==> src/rtl/mbm_pkg.sv <==
package mbm_pkg;
  typedef enum logic [1:0] {
    ST_IDLE  = 2'd0,
    ST_ADDR  = 2'd1,
    ST_DATA  = 2'd2,
    ST_RECOV = 2'd3
  } busState_t;

  localparam logic [1:0] PW_8  = 2'b00;
  localparam logic [1:0] PW_16 = 2'b01;

  typedef struct packed {
    logic loadCmd;
    logic busActive;
    logic driveAddr;
    logic driveWrite;
    logic incAddr;
    logic capRead;
  } dpStrobe_t;
endpackage

==> src/rtl/mbm_ctrl.sv <==
module mbm_ctrl
  import mbm_pkg::*;
#(
  parameter int LENW = 4,
  parameter int WCW  = 4
) (
  input  logic            clk,
  input  logic            rstN,
  input  logic            cmdValid,
  input  logic            cmdWrite,
  input  logic [LENW-1:0] cmdLen,
  input  logic            waitEn,
  input  logic [WCW-1:0]  waitCnt,
  input  logic            readyN,
  input  logic            btermN,
  output logic            cmdReady,
  output logic            adsN,
  output logic            blastN,
  output logic            lwr,
  output logic            adOe,
  output logic            beatDone,
  output logic            doneP,
  output dpStrobe_t       strobes
);
  busState_t       state;
  logic [LENW-1:0] beatsLeft;
  logic [WCW-1:0]  waitCtr;
  logic [WCW-1:0]  cfgWaitCnt;
  logic            cfgWaitEn;
  logic            dirWrite;
  logic            lastBeat;
  logic            endNow;

  assign lastBeat = (beatsLeft == '0);
  assign beatDone = (state == ST_DATA) &&
                    (cfgWaitEn ? (waitCtr == '0) : !readyN);
  assign endNow   = lastBeat || !btermN;

  always_ff @(posedge clk or negedge rstN) begin
    if (!rstN) begin
      state      <= ST_IDLE;
      beatsLeft  <= '0;
      waitCtr    <= '0;
      cfgWaitCnt <= '0;
      cfgWaitEn  <= 1'b0;
      dirWrite   <= 1'b0;
    end else begin
      unique case (state)
        ST_IDLE: begin
          if (cmdValid) begin
            state      <= ST_ADDR;
            dirWrite   <= cmdWrite;
            beatsLeft  <= cmdLen;
            cfgWaitEn  <= waitEn;
            cfgWaitCnt <= waitCnt;
          end
        end
        ST_ADDR: begin
          state   <= ST_DATA;
          waitCtr <= cfgWaitCnt;
        end
        ST_DATA: begin
          if (beatDone) begin
            if (endNow) begin
              state <= ST_RECOV;
            end else begin
              beatsLeft <= beatsLeft - 1'b1;
              waitCtr   <= cfgWaitCnt;
            end
          end else if (waitCtr != '0) begin
            waitCtr <= waitCtr - 1'b1;
          end
        end
        ST_RECOV: state <= ST_IDLE;
        default:  state <= ST_IDLE;
      endcase
    end
  end

  assign cmdReady = (state == ST_IDLE);
  assign adsN     = !(state == ST_ADDR);
  assign blastN   = !((state == ST_DATA) && lastBeat);
  assign lwr      = dirWrite;
  assign doneP    = (state == ST_RECOV);
  assign adOe     = (state == ST_ADDR) || ((state == ST_DATA) && dirWrite);

  always_comb begin
    strobes            = '0;
    strobes.loadCmd    = (state == ST_IDLE) && cmdValid;
    strobes.busActive  = (state == ST_ADDR) || (state == ST_DATA);
    strobes.driveAddr  = (state == ST_ADDR);
    strobes.driveWrite = (state == ST_DATA) && dirWrite;
    strobes.incAddr    = beatDone && !endNow;
    strobes.capRead    = beatDone && !dirWrite;
  end


  ads_single_chk: assert property (@(posedge clk) disable iff (!rstN)
    !adsN |=> adsN);

  done_then_idle_chk: assert property (@(posedge clk) disable iff (!rstN)
    doneP |=> (cmdReady && !doneP));

  dir_hold_chk: assert property (@(posedge clk) disable iff (!rstN)
    !cmdReady |=> $stable(lwr));

  blast_in_data_chk: assert property (@(posedge clk) disable iff (!rstN)
    !blastN |-> (adsN && !cmdReady && !doneP));

  oe_dir_chk: assert property (@(posedge clk) disable iff (!rstN)
    adOe |-> (!adsN || lwr));
endmodule

==> src/rtl/mbm_datapath.sv <==
module mbm_datapath
  import mbm_pkg::*;
#(
  parameter int AW = 28,
  parameter int DW = 32,
  parameter int BEW = DW / 8
) (
  input  logic           clk,
  input  logic           rstN,
  input  dpStrobe_t      strobes,
  input  logic [AW-1:0]  cmdAddr,
  input  logic [BEW-1:0] cmdBe,
  input  logic [1:0]     portWidth,
  input  logic [DW-1:0]  wrData,
  input  logic [DW-1:0]  adIn,
  output logic [AW-1:0]  laOut,
  output logic [BEW-1:0] lbeN,
  output logic [DW-1:0]  adOut,
  output logic [DW-1:0]  rdData,
  output logic           rdValid
);
  localparam int LANES = DW / 8;

  logic [AW-1:0]  addrReg;
  logic [BEW-1:0] beNReg;
  logic [1:0]     widthReg;
  logic [AW-1:0]  step;
  logic [3:0]     laneCount;
  logic [DW-1:0]  repData;
  logic [DW-1:0]  rdMasked;

  always_comb begin
    unique case (widthReg)
      PW_8:    begin step = AW'(1); laneCount = 4'd1; end
      PW_16:   begin step = AW'(2); laneCount = 4'd2; end
      default: begin step = AW'(4); laneCount = 4'd4; end
    endcase
  end

  for (genvar i = 0; i < LANES; i++) begin : g_lane
    assign repData[i*8 +: 8] = (widthReg == PW_8)  ? wrData[7:0] :
                               (widthReg == PW_16) ? wrData[(i%2)*8 +: 8] :
                                                     wrData[i*8 +: 8];
    assign rdMasked[i*8 +: 8] = (4'(i) < laneCount) ? adIn[i*8 +: 8] : 8'h00;
  end

  always_ff @(posedge clk or negedge rstN) begin
    if (!rstN) begin
      addrReg  <= '0;
      beNReg   <= '1;
      widthReg <= 2'b10;
      rdData   <= '0;
      rdValid  <= 1'b0;
    end else begin
      if (strobes.loadCmd) begin
        addrReg  <= cmdAddr;
        beNReg   <= ~cmdBe;
        widthReg <= portWidth;
      end else if (strobes.incAddr) begin
        addrReg <= addrReg + step;
      end
      rdValid <= strobes.capRead;
      if (strobes.capRead) rdData <= rdMasked;
    end
  end

  assign laOut = addrReg;
  assign lbeN  = strobes.busActive ? beNReg : '1;
  assign adOut = strobes.driveAddr  ? {{(DW-AW){1'b0}}, addrReg[AW-1:2], beNReg[1:0]} :
                 strobes.driveWrite ? repData : '0;


  addr_step_chk: assert property (@(posedge clk) disable iff (!rstN)
    strobes.incAddr |=> (laOut == $past(laOut) + $past(step)));

  byte_repl_chk: assert property (@(posedge clk) disable iff (!rstN)
    (strobes.driveWrite && widthReg == PW_8) |-> (adOut[DW-1:DW-8] == adOut[7:0]));

  rd_strobe_chk: assert property (@(posedge clk) disable iff (!rstN)
    strobes.capRead |=> rdValid);
endmodule

==> src/rtl/mux_bus_master.sv <==
module mux_bus_master
  import mbm_pkg::*;
#(
  parameter int AW   = 28,
  parameter int DW   = 32,
  parameter int LENW = 4,
  parameter int WCW  = 4
) (
  input  logic            clk,
  input  logic            rstN,
  input  logic            cmdValid,
  output logic            cmdReady,
  input  logic            cmdWrite,
  input  logic [LENW-1:0] cmdLen,
  input  logic [AW-1:0]   cmdAddr,
  input  logic [DW/8-1:0] cmdBe,
  input  logic [DW-1:0]   wrData,
  input  logic [1:0]      portWidth,
  input  logic            waitEn,
  input  logic [WCW-1:0]  waitCnt,
  input  logic            readyN,
  input  logic            btermN,
  output logic            adsN,
  output logic            blastN,
  output logic            lwr,
  output logic [DW/8-1:0] lbeN,
  output logic [AW-1:0]   laOut,
  output logic [DW-1:0]   adOut,
  output logic            adOe,
  input  logic [DW-1:0]   adIn,
  output logic            beatDone,
  output logic [DW-1:0]   rdData,
  output logic            rdValid,
  output logic            doneP
);
  dpStrobe_t strobes;

  mbm_ctrl #(.LENW(LENW), .WCW(WCW)) u_ctrl (
    .clk(clk), .rstN(rstN), .cmdValid(cmdValid), .cmdWrite(cmdWrite),
    .cmdLen(cmdLen), .waitEn(waitEn), .waitCnt(waitCnt), .readyN(readyN),
    .btermN(btermN), .cmdReady(cmdReady), .adsN(adsN), .blastN(blastN),
    .lwr(lwr), .adOe(adOe), .beatDone(beatDone), .doneP(doneP),
    .strobes(strobes)
  );

  mbm_datapath #(.AW(AW), .DW(DW)) u_dp (
    .clk(clk), .rstN(rstN), .strobes(strobes), .cmdAddr(cmdAddr),
    .cmdBe(cmdBe), .portWidth(portWidth), .wrData(wrData), .adIn(adIn),
    .laOut(laOut), .lbeN(lbeN), .adOut(adOut), .rdData(rdData),
    .rdValid(rdValid)
  );
endmodule

==> config.mk <==
export PLATFORM = sky130hd
export DESIGN_NAME = mux_bus_master
export DESIGN_NICKNAME = d
export VERILOG_FILES = /design/src/rtl/mbm_pkg.sv /design/src/rtl/mbm_ctrl.sv /design/src/rtl/mbm_datapath.sv /design/src/rtl/mux_bus_master.sv
export SDC_FILE = /design/constraint.sdc
export NUM_CORES = 1
export LEC_CHECK = 0
export ABC_AREA = 1
export BUFFER_PORTS_ARGS = -buffer_cell sky130_fd_sc_hd__buf_2
export CAP_MARGIN = 0
export CELL_PAD_IN_SITES_DETAIL_PLACEMENT = 2
export CELL_PAD_IN_SITES_GLOBAL_PLACEMENT = 2
export CORE_MARGIN = 2
export CORE_UTILIZATION = 26
export CTS_BUF_LIST = sky130_fd_sc_hd__clkbuf_4 sky130_fd_sc_hd__clkbuf_8
export DETAILED_ROUTE_END_ITERATION = 8
export GPL_TIMING_DRIVEN = 0
export PLACE_DENSITY_LB_ADDON = 0.15
export SKIP_LAST_GASP = 1
export SLEW_MARGIN = 15
export SYNTH_ARGS = -nofsm -noshare
export SYNTH_HDL_FRONTEND = slang
export SYNTH_HIERARCHICAL = 1
export SYNTH_SLANG_ARGS = --single-unit
==> constraint.sdc <==
create_clock -name clk -period 2.7 [get_ports clk]
set_clock_uncertainty 0.05 [all_clocks]
set_input_delay 0.27 -clock clk [delete_from_list [all_inputs] [get_ports clk]]
set_output_delay 0.27 -clock clk [all_outputs]
set_load 0.01 [all_outputs]
## Word level (Yosys, flattened, before mapping)

Index checks and enable logic that the tools add are counted.

- Input port bits: 113
- Word-level logic and storage cells: 85
- Bits in registers: 83
- Output and inout port bits: 104

- $add $sub $neg: 3
- Order comparisons: 4
- Eq/ne operators: 10
- Reduce and logical (&&, ||, !) cells: 27
- Mux-type cells: 29
- Bitwise logic cells: 1

Operators by type and width:

| kind | count |
|---|---|
| 2-to-1 mux 8 bit | 9 |
| 2-to-1 mux 32 bit | 2 |
| 2-to-1 mux 28 bit | 2 |
| adder 28 bit | 1 |
| 2-to-1 mux 4 bit | 7 |
| case mux 4 bit (2 select lines) | 2 |
| case mux 3 bit (2 select lines) | 2 |
| zero test 4 bit | 2 |
| case mux 2 bit (4 select lines) | 1 |
| subtractor 4 x 1 -> 4 bit (second input constant) | 2 |
| logical AND 1 bit | 6 |
| zero test 1 bit | 6 |
| < comparator 1 x 3 -> 1 bit (first input constant) | 2 |
| < comparator 2 x 3 -> 1 bit (first input constant) | 2 |
| 2-to-1 mux 2 bit | 3 |
| AND reduction 3 bit | 2 |
| nonzero test 2 bit | 3 |
| equality test 2 x 1 -> 1 bit (second input constant) | 2 |
| equality test 2 bit (second input constant) | 2 |
| zero test 2 bit | 2 |
| inequality test 2 x 1 -> 1 bit (second input constant) | 2 |
| inequality test 2 bit (second input constant) | 2 |
| NOT 4 bit | 1 |
| AND reduction 4 bit | 1 |
| 6 further kinds | 8 |

## Longest topological paths before layout

Gate-level depths: netlist of run 1.

- Depth in word-level cells: 6
- Mapped depth: 17
- Gate-level depth less buffers: 16

## Modules after synthesis

The synthesis of run 1 kept the hierarchy.

By module, submodules not included:

| module | instances | area each (um^2) | seq. area each (um^2) | cells each |
|---|---|---|---|---|
| mbm_datapath | 1 | 4160.2 | 1682.9 | 574 |
| mbm_ctrl | 1 | 1013.5 | 400.4 | 140 |

## Least setup slack after synthesis of run 1

OpenSTA, ideal clock, no wires.

- Kind: reg2reg
- From: reg u_dp.widthReg[1]
- To: reg u_dp.addrReg[20], in the netlist u_dp/laOut[20]
- Data required time: 2529 ps
- Arrival: 1988 ps
- Buffers on the path: 1
- Clock period less this slack: 2159 ps
- Stages on the path, launching flop included: 16
- Slack: 541 ps
- Library setup time: 121 ps
- Cells stage by stage: dfstp_2 -> inv_1 -> nand2_1 -> buf_2 -> inv_1 -> ha_1 -> inv_1 -> fa_1 -> inv_1 -> nand2_1 -> nand2_1 -> nand2_1 -> nor2_2 -> nand3_1 -> nand3_1 -> nand2_1

- Longest elaborated chain between the ends: 5
- Elaborated cells on any way between the ends: 6
- Those cells by class: 1 x add/sub; 1 x eq/ne; 3 x mux; 1 x reduce/logical

Ends and longest elaborated chain:

| item | line | RTL |
|---|---|---|
| start: declaration | mbm_datapath.sv:26 | `logic [1:0] widthReg;` |
| start signal: assignment | mbm_datapath.sv:58 | `widthReg <= portWidth;` |
| equality test 2 x 1 -> 1 bit / zero test 2 bit (equally long branches) | - |  |
| case mux 3 bit (2 select lines) (*) | mbm_datapath.sv:33 | `unique case (widthReg)` |
| adder 28 bit (*) | mbm_datapath.sv:60 | `addrReg <= addrReg + step;` |
| 2-to-1 mux 28 bit (*) | mbm_datapath.sv:59 | `end else if (strobes.incAddr) begin` |
| 2-to-1 mux 28 bit (*) | mbm_datapath.sv:55 | `if (strobes.loadCmd) begin` |
| end signal: assignment | mbm_datapath.sv:56 | `addrReg <= cmdAddr;` |
| end signal: assignment | mbm_datapath.sv:60 |  |
| end: declaration | mbm_datapath.sv:24 | `logic [AW-1:0] addrReg;` |

Mark *: on every way between the ends. The rest lies on a longest branch, timed or not. The select of a mux whose other input is x is not followed.
A chain may end at the register's enable or synchronous reset.

==> Flow_metrics.wiki, run 1 <==
{| class="wikitable"
! Metric !! Value
|-
| Post-route insts no fill || 1,222
|-
| Number of levels the H-tree was split into || 3
|-
| Hold/Removal Path Class || input port to register
|-
| CTS tree || done
|-
| Die footprint || 0.0210 mm^2
|-
| Clk_lat worst skew || 0.39 ns
|-
| Per-cell via count in the routed design || 4.75
|-
| Buf+Inv Stages, Crit Path || 5
|-
| Final Slew Violations || 0
|-
| Root cell of the clock tree || clkbuf_8
|-
| Post-Synthesis Net Count || 839
|-
| Total number of vias || 5,804
|-
| Worst-case clock buffer depth || 2
|-
| Layout overhead on the synthesized area || 34.6%
|-
| Critical path type || register to output port
|-
| Total negative slack || 0 ns
|-
| Data required time at the worst endpoint || 2.38 ns
|-
| Cell area after synthesis || 0.00517 mm^2
|-
| Data arrival time of the critical path || 2.18 ns
|-
| # setup viols final || 0
|-
| Wire length of the first global-routing pass || 35.1 mm
|-
| First-pass DRT Iterations || 4
|-
| Clk slew on worst S/H paths || 0.11 ns
|-
| Period Utilization, post-route || 0.927
|-
| Gate count of the mapped netlist || 714
|-
| Maximum Capacitance Violations || 0
|-
| Max Clock Freq || 399 MHz
|-
| Antenna Violating Nets Remaining || 0
|-
| Synthesized area per cell || 7.25 um^2
|-
| Dpl hpwl || 17.9 mm
|-
| Least-Margin Pin Slew || 0.719 ns
|-
| Die extent in y || 145 um
|-
| Most used cell along the critical path || buf_4
|-
| Power per cell area || 1150 mW/mm^2
|-
| Critical-path cell list || buf_4 > ha_2 > inv_2 > nand2_1 > inv_1 > buf_4 > o21ai_1 > o22ai_1 > buf_2
|-
| Number of top-level pins || 217
|-
| FILL cells || 2,422
|-
| RSZ-0062 raised after global routing || no
|-
| GRT Overall Usage || 0.213
|-
| Final Critical Period || 2.50 ns
|-
| Antenna violations before repair || 3
|-
| Worst supply voltage drop on vdd || 0.000516 V
|-
| DRT Wirelength || 22.4 mm
|-
| Vias in the first global route || 6,212
|-
| Clock Sink Count || 83
|-
| Routed wire per std cell || 18.4 um
|-
| Standard-cell row count || 51
|-
| Leakage dissipation || 3.62 nW
|-
| Slowest library cell on the worst path || dfrtp_1
|-
| Run status || completed
|-
| Maximum net fanout on the critical path || 10
|-
| Final Hold Viols || 0
|-
| Weighted congestion reported at the end of routability-driven placement || 0.816
|-
| Total clock buffers created by CTS || 9
|-
| CP endpoint kind || output port
|-
| Commonest register cell after synthesis || dfrtp_1
|-
| Count of flip-flops with a built-in enable after synthesis || 0
|-
| Die Width || 145 um
|-
| Post-synthesis async set-or-reset flop share || 1.00
|-
| Placed Cells incl. Taps || 1,196
|-
| Largest net degree at the start of global routing || 50
|-
| Startpoint type of the worst setup path || register
|-
| Port Buffers || 216
|-
| Initial DRC Count || 222
|-
| Max-Slew Margin vs Limit || 0.520
|-
| Family with the most delay on the worst path || buffers and inverters
|-
| Nets || 1,075
|-
| Starting density of the core || 0.265
|-
| Share of post-route cells with drive strength above 1 || 0.312
|-
| Cell variety after synth || 39
|-
| Post-synthesis sequential element count || 83
|-
| DRC violation count after routing || 0
|-
| Warnings, synthesis || 6
|-
| Total congestion overflow || 0
|-
| Portion of the post-synthesis area used by sequential elements || 0.403
|-
| Slowest Stage Delay on Critical Path || 0.42 ns
|-
| Core outline area || 0.0195 mm^2
|}
## worst min-delay path: stages
cell and delay [ns]:
buf_2 0.08, nand2_1 0.04, o21ai_0 0.05
## power by group
part	leakage [nW]	switching (mW)	total, mW	internal (mW)
Sequential	1.03	0.587	2.43	1.85
Combinational	2.48	2.89	4.51	1.62
Clock	0.111	0.568	1.10	0.531
## sequential cells by signal, summed over array words and instances, names as in the netlist
register and cells:
u_dp/beNReg 4, u_ctrl/lwr 1, u_ctrl/cfgWaitCnt 4, u_ctrl/state 2
u_dp/rdData 32, u_ctrl/cfgWaitEn 1, u_ctrl/beatsLeft 4, u_dp/rdValid 1
u_dp/laOut 28, u_dp/widthReg 2, u_ctrl/waitCtr 4
## Yosys cell counts, types with 3 or more instances
cell type	n	share of area
inv_2	3	0.0022
nor2_4	7	0.015
ha_1	11	0.027
o21ai_1	7	0.0068
dfrtp_1	78	0.38
nand2_1	193	0.14
buf_2	10	0.0097
a21oi_1	16	0.015
a22oi_1	22	0.032
inv_1	98	0.071
xor2_1	9	0.015
clkbuf_1	14	0.010
mux2_2	8	0.017
o22ai_1	22	0.027
o21ai_0	69	0.067
nand2_2	4	0.0048
nand3_1	60	0.058
nor2_2	5	0.0060
nor2_1	49	0.036
dfstp_2	5	0.025
## kinds of logic after synthesis
logic type | share of synthesized area
AOI/OAI and AO/OA | 0.152
xor gates and xnor gates | 0.0169
adders and majority gates | 0.0305
buffers and inverters | 0.0967
DFF | 0.403
muxes | 0.0193
and+or+nand+nor | 0.282
## metal layers
metal	GRT usage	part of all wire
met5	0	0.00071
met4	0.0564	0.014
met1	0.258	0.43
met3	0.0541	0.060
met2	0.375	0.49
## timing repair
action / 4_1_cts / 5_1_grt
resized for setup: 10 / 14
setup buffers: 1 / 3
hold endpoints to repair: 47 / 0
setup endpoints to repair: 56 / 42
pin swaps: 2 / 2
hold buffers: 5 / 0
## per-stage QoR
step / instance area (um^2) / utilization / hold slack (ns) / setup WS, ns / total power, mW
after CTS: 6910 / 0.354 / 0.0293 / 0.000892 / 8.12
final: 6960 / 0.357 / 0.0503 / 0.196 / 8.04
after detailed placement: 6610 / 0.338 / 0.320 / -0.0199 / 6.93
after floorplan: 5170 / - / -0.0756 / 0.541 / 4.98
after global routing: 6960 / 0.356 / 0.0430 / 0.00318 / 8.78
after global placement: 6590 / 0.337 / 0.386 / 0.0378 / 6.80
## cell type report
cell class / instances / area, um^2 / area share
clock inverter: 7 / 98.8 / 0.0142
buffer: 25 / 120 / 0.0173
timing repair buffer: 226 / 1180 / 0.170
clock buffer: 9 / 124 / 0.0178
multi-input combinational: 502 / 2630 / 0.377
inverter: 103 / 390 / 0.0561
tap: 265 / 332 / 0.0476
antenna: 2 / 5.00 / 0.000719
sequential: 83 / 2080 / 0.299
## cell usage in the layout, fill, tap and decap left out, types with 2 or more instances in the layout
cell type      netlist  routed
xor2_1               9       9
inv_1               98      97
clkbuf_2             0       4
nand2_2              4       6
inv_6                0       3
dfrtp_1             78      77
nor2_1              49      49
nand2_1            193     191
dfstp_2              5       5
nand3_2              2       2
diode_2              0       2
dlygate4sd3_1        0       5
ha_1                11       9
mux2_2               8       8
o22ai_1             22      22
inv_2                3       4
clkinvlp_4           0       2
clkbuf_8             0       9
a22oi_1             22      22
buf_4                1       6
nand3_1             60      60
or2_2                2       2
buf_2               10     223
nand4_1              2       2
and2_1               2       2
clkbuf_1            14      10
bufinv_16            0       2
nor2_2               5       3
o21ai_1              7       9
nor2_4               7       9
a21oi_1             16      16
o21ai_0             69      67
## final timing paths
check,from,to,slack (ns),cells past startpoint
min in group asynchronous,rstN,u_dp/laOut[6],0.41,2
max,u_ctrl/state[0],adOut[17],0.20,9
min,portWidth[0],u_dp/widthReg[0],0.05,3
max reg2reg,u_dp/widthReg[1],u_dp/laOut[6],0.25,14
min reg2reg,u_ctrl/beatsLeft[1],u_ctrl/beatsLeft[1],0.45,2
max in group asynchronous,rstN,u_dp/laOut[1],1.49,3
No activity file was read; power rests on OpenSTA's default activity.
==> run 2: changes to the inputs <==
--- a/config.mk
+++ b/config.mk
@@ -15,7 +15,7 @@
 export CTS_BUF_LIST = sky130_fd_sc_hd__clkbuf_4 sky130_fd_sc_hd__clkbuf_8
 export DETAILED_ROUTE_END_ITERATION = 8
 export GPL_TIMING_DRIVEN = 0
-export PLACE_DENSITY_LB_ADDON = 0.15
+export PLACE_DENSITY = 0.8
 export SKIP_LAST_GASP = 1
 export SLEW_MARGIN = 15
 export SYNTH_ARGS = -nofsm -noshare
==> constraint.sdc (replaced) <==
create_clock -name clk -period 2.4 [get_ports clk]
set_clock_uncertainty 0.05 [all_clocks]
set_input_delay 0.24 -clock clk [delete_from_list [all_inputs] [get_ports clk]]
set_output_delay 0.24 -clock clk [all_outputs]
set_load 0.01 [all_outputs]
==> run 2 against run 1 <==
  * Critical path type unchanged
  * Hold slack worse by 0.038 ns
  * Power grew 18%
  * Die area stayed put
==> Flow_metrics.wiki, run 2 (synthesis results as in run 1) <==
{| class="wikitable"
! Metric !! Value
|-
| Run status || completed
|-
| CP Depth || 11
|-
| Layout overhead on the synthesized area || 40.1%
|-
| Standard-cell row count || 51
|-
| Antenna Violating Nets Remaining || 0
|-
| Total number of vias || 6,062
|-
| Slowest library cell on the worst path || dfrtp_1
|-
| Most frequent cells in the layout || 221 x buf_2, 184 x nand2_1, 94 x inv_1
|-
| Period Utilization, post-route || 0.982
|-
| Highest routed layer || met5
|-
| Clk slew on worst S/H paths || 0.10 ns
|-
| GRT Overall Usage || 0.229
|-
| Critical path type || register to output port
|-
| Family with the most delay on the worst path || buffers and inverters
|-
| Root cell of the clock tree || clkbuf_8
|-
| Starting density of the core || 0.265
|-
| Max-Slew Margin vs Limit || 0.595
|-
| Final Hold Viols || 0
|-
| Total clock buffers created by CTS || 9
|-
| Share of post-route cells with drive strength above 1 || 0.354
|-
| Initial DRC Count || 245
|-
| Routed wire per std cell || 19.8 um
|-
| Total congestion overflow || 0
|-
| Maximum Capacitance Violations || 0
|-
| Port Buffers || 216
|-
| Weighted congestion reported at the end of routability-driven placement || 0.860
|-
| Worst supply voltage drop on vdd || 0.000438 V
|-
| Beginning of the worst register-to-register path || u_ctrl/state[0]
|-
| Number of levels the H-tree was split into || 3
|-
| Number of top-level pins || 217
|-
| Data arrival time of the critical path || 2.07 ns
|-
| Core outline area || 0.0195 mm^2
|-
| Die extent in y || 145 um
|-
| Die Width || 145 um
|-
| Total negative slack || 0 ns
|-
| Sequential standard cell area || 0.00208 mm^2
|-
| Per-cell via count in the routed design || 4.90
|-
| CP endpoint kind || output port
|-
| Antenna violations before repair || 5
|-
| Die footprint || 0.0210 mm^2
|-
| Clock Sink Count || 83
|-
| Met3 layer wire length in the routed design || 1.85 mm
|-
| Maximum net fanout on the critical path || 5
|-
| Least-Margin Pin Slew || 0.608 ns
|-
| CTS tree || done
|-
| Area occupied by multi-input gates || 0.00276 mm^2
|-
| Net load switching power || 4.87 mW
|-
| Met2 WL post-DR || 12.1 mm
|-
| FILL cells || 2,366
|-
| Max Clock Freq || 424 MHz
|-
| Wire length of the first global-routing pass || 37.7 mm
|-
| WL met1 || 9.86 mm
|-
| Crit Reg-Reg Endpoint || u_dp/laOut[4]
|-
| Worst-case reg-to-reg path depth || 9
|-
| Largest register FFs || 32
|-
| Most common library cell in the layout ignoring fill and taps || buf_2
|-
| Capturing element of the worst setup path || adOut[18]
|-
| Largest register by flop count || u_dp/rdData
|-
| DRC violation count after routing || 0
|-
| Nets || 1,087
|-
| Final Critical Period || 2.36 ns
|-
| # setup viols final || 0
|-
| Least setup slack across all paths after layout || 0.0426 ns
|-
| Combinational share of power || 0.590
|-
| Leakage dissipation || 3.73 nW
|-
| Sw Share || 0.513
|-
| DRT Wirelength || 24.5 mm
|-
| Buf+Inv Stages, Crit Path || 6
|-
| Data required time at the worst endpoint || 2.11 ns
|-
| Hold/Removal Path Class || input port to register
|-
| Startpoint type of the worst setup path || register
|-
| First-pass DRT Iterations || 4
|-
| Slowest Stage Delay on Critical Path || 0.42 ns
|-
| Dpl hpwl || 18.8 mm
|-
| Setup crit start || u_ctrl/state[0]
|-
| Vias in the first global route || 6,521
|-
| Largest net degree at the start of global routing || 55
|-
| Internal power contribution || 4.62 mW
|-
| Final Slew Violations || 0
|-
| Reg-to-reg slack, setup || 0.10 ns
|-
| Worst-case clock buffer depth || 2
|-
| Post-Route Utilization || 0.371
|-
| Clock share of power || 0.119
|-
| Power per cell area || 1310 mW/mm^2
|-
| Clk_lat worst skew || 0.38 ns
|-
| Sequential power share || 0.291
|-
| Critical-path cell list || inv_2 > ha_4 > buf_8 > nand2_2 > inv_1 > nand2_2 > inv_2 > buf_4 > o21ai_0 > o21ai_0 > buf_2
|-
| Minimum setup slack after placement || -0.293 ns
|}
run 2: worst register-to-register path, cell delays in order, from the launching register on:
cell and delay (ns):
dfrtp_1 0.40, inv_2 0.08, buf_4 0.13, ha_1 0.26
nand2_2 0.16, clkinv_2 0.16, buf_2 0.23, clkbuf_2 0.27
a22oi_1 0.31, o21ai_0 0.13
run 2: what timing repair did:
action                                  in CTS  in global routing
hold endpoints to repair                    32                  0
endpoints found under the setup margin      82                 82
resized for setup                           54                 28
setup buffers                                4                  9
hold buffers                                 8                  0
gates cloned                                 0                  0
pin swaps                                    5                  7
run 2: metal layers:
| metal | up-vias | GRT usage |
|---|---|---|
| li1 | 2814 | - |
| met1 | 3023 | 0.272 |
| met2 | 187 | 0.392 |
| met3 | 36 | 0.0720 |
| met4 | 2 | 0.0750 |
| met5 | - | 0 |
run 2: power groups by stage:
stage,clock (mW),sequential (mW),combinational [mW]
after floorplan,0,2.80,2.80
after global placement,0,2.76,4.86
after detailed placement,0,2.78,5.06
after CTS,1.18,2.76,5.41
after global routing,1.22,2.87,6.19
final,1.13,2.76,5.60
run 2: final cells by class:
type | count | area share
clock buffer | 9 | 0.0171
timing repair buffer | 238 | 0.178
buffer | 25 | 0.0245
tap | 265 | 0.0457
sequential | 83 | 0.288
multi-input combinational | 502 | 0.381
inverter | 103 | 0.0539
antenna | 4 | 0.00138
clock inverter | 7 | 0.0110
run 2: stage by stage:
stage / std cells / hold slack [ns] / power, mW / cell area (um^2)
2_1_floorplan: 714 / -0.106 / 5.60 / 5170
3_3_place_gp: 1195 / 0.350 / 7.61 / 6590
3_5_place_dp: 1196 / 0.174 / 7.85 / 6620
4_1_cts: 1224 / 0.00156 / 9.34 / 7120
5_1_grt: 1234 / 0.00371 / 10.3 / 7240
6_report: 1236 / 0.0126 / 9.49 / 7250
run 2: worst min path at each step:
stage              from                  end  slack (ns)  cells after the start
6_report       cmdWrite           u_ctrl/lwr        0.01                      3
5_1_grt         adIn[4]       u_dp/rdData[4]       0.004                      2
4_1_cts        cmdWrite           u_ctrl/lwr       0.002                      3
3_5_place_dp       rstN        u_dp/laOut[6]        0.17                      1
3_3_place_gp   cmdBe[0]       u_dp/beNReg[0]        0.35                      2
2_1_floorplan      rstN  u_ctrl/beatsLeft[0]       -0.11                      0
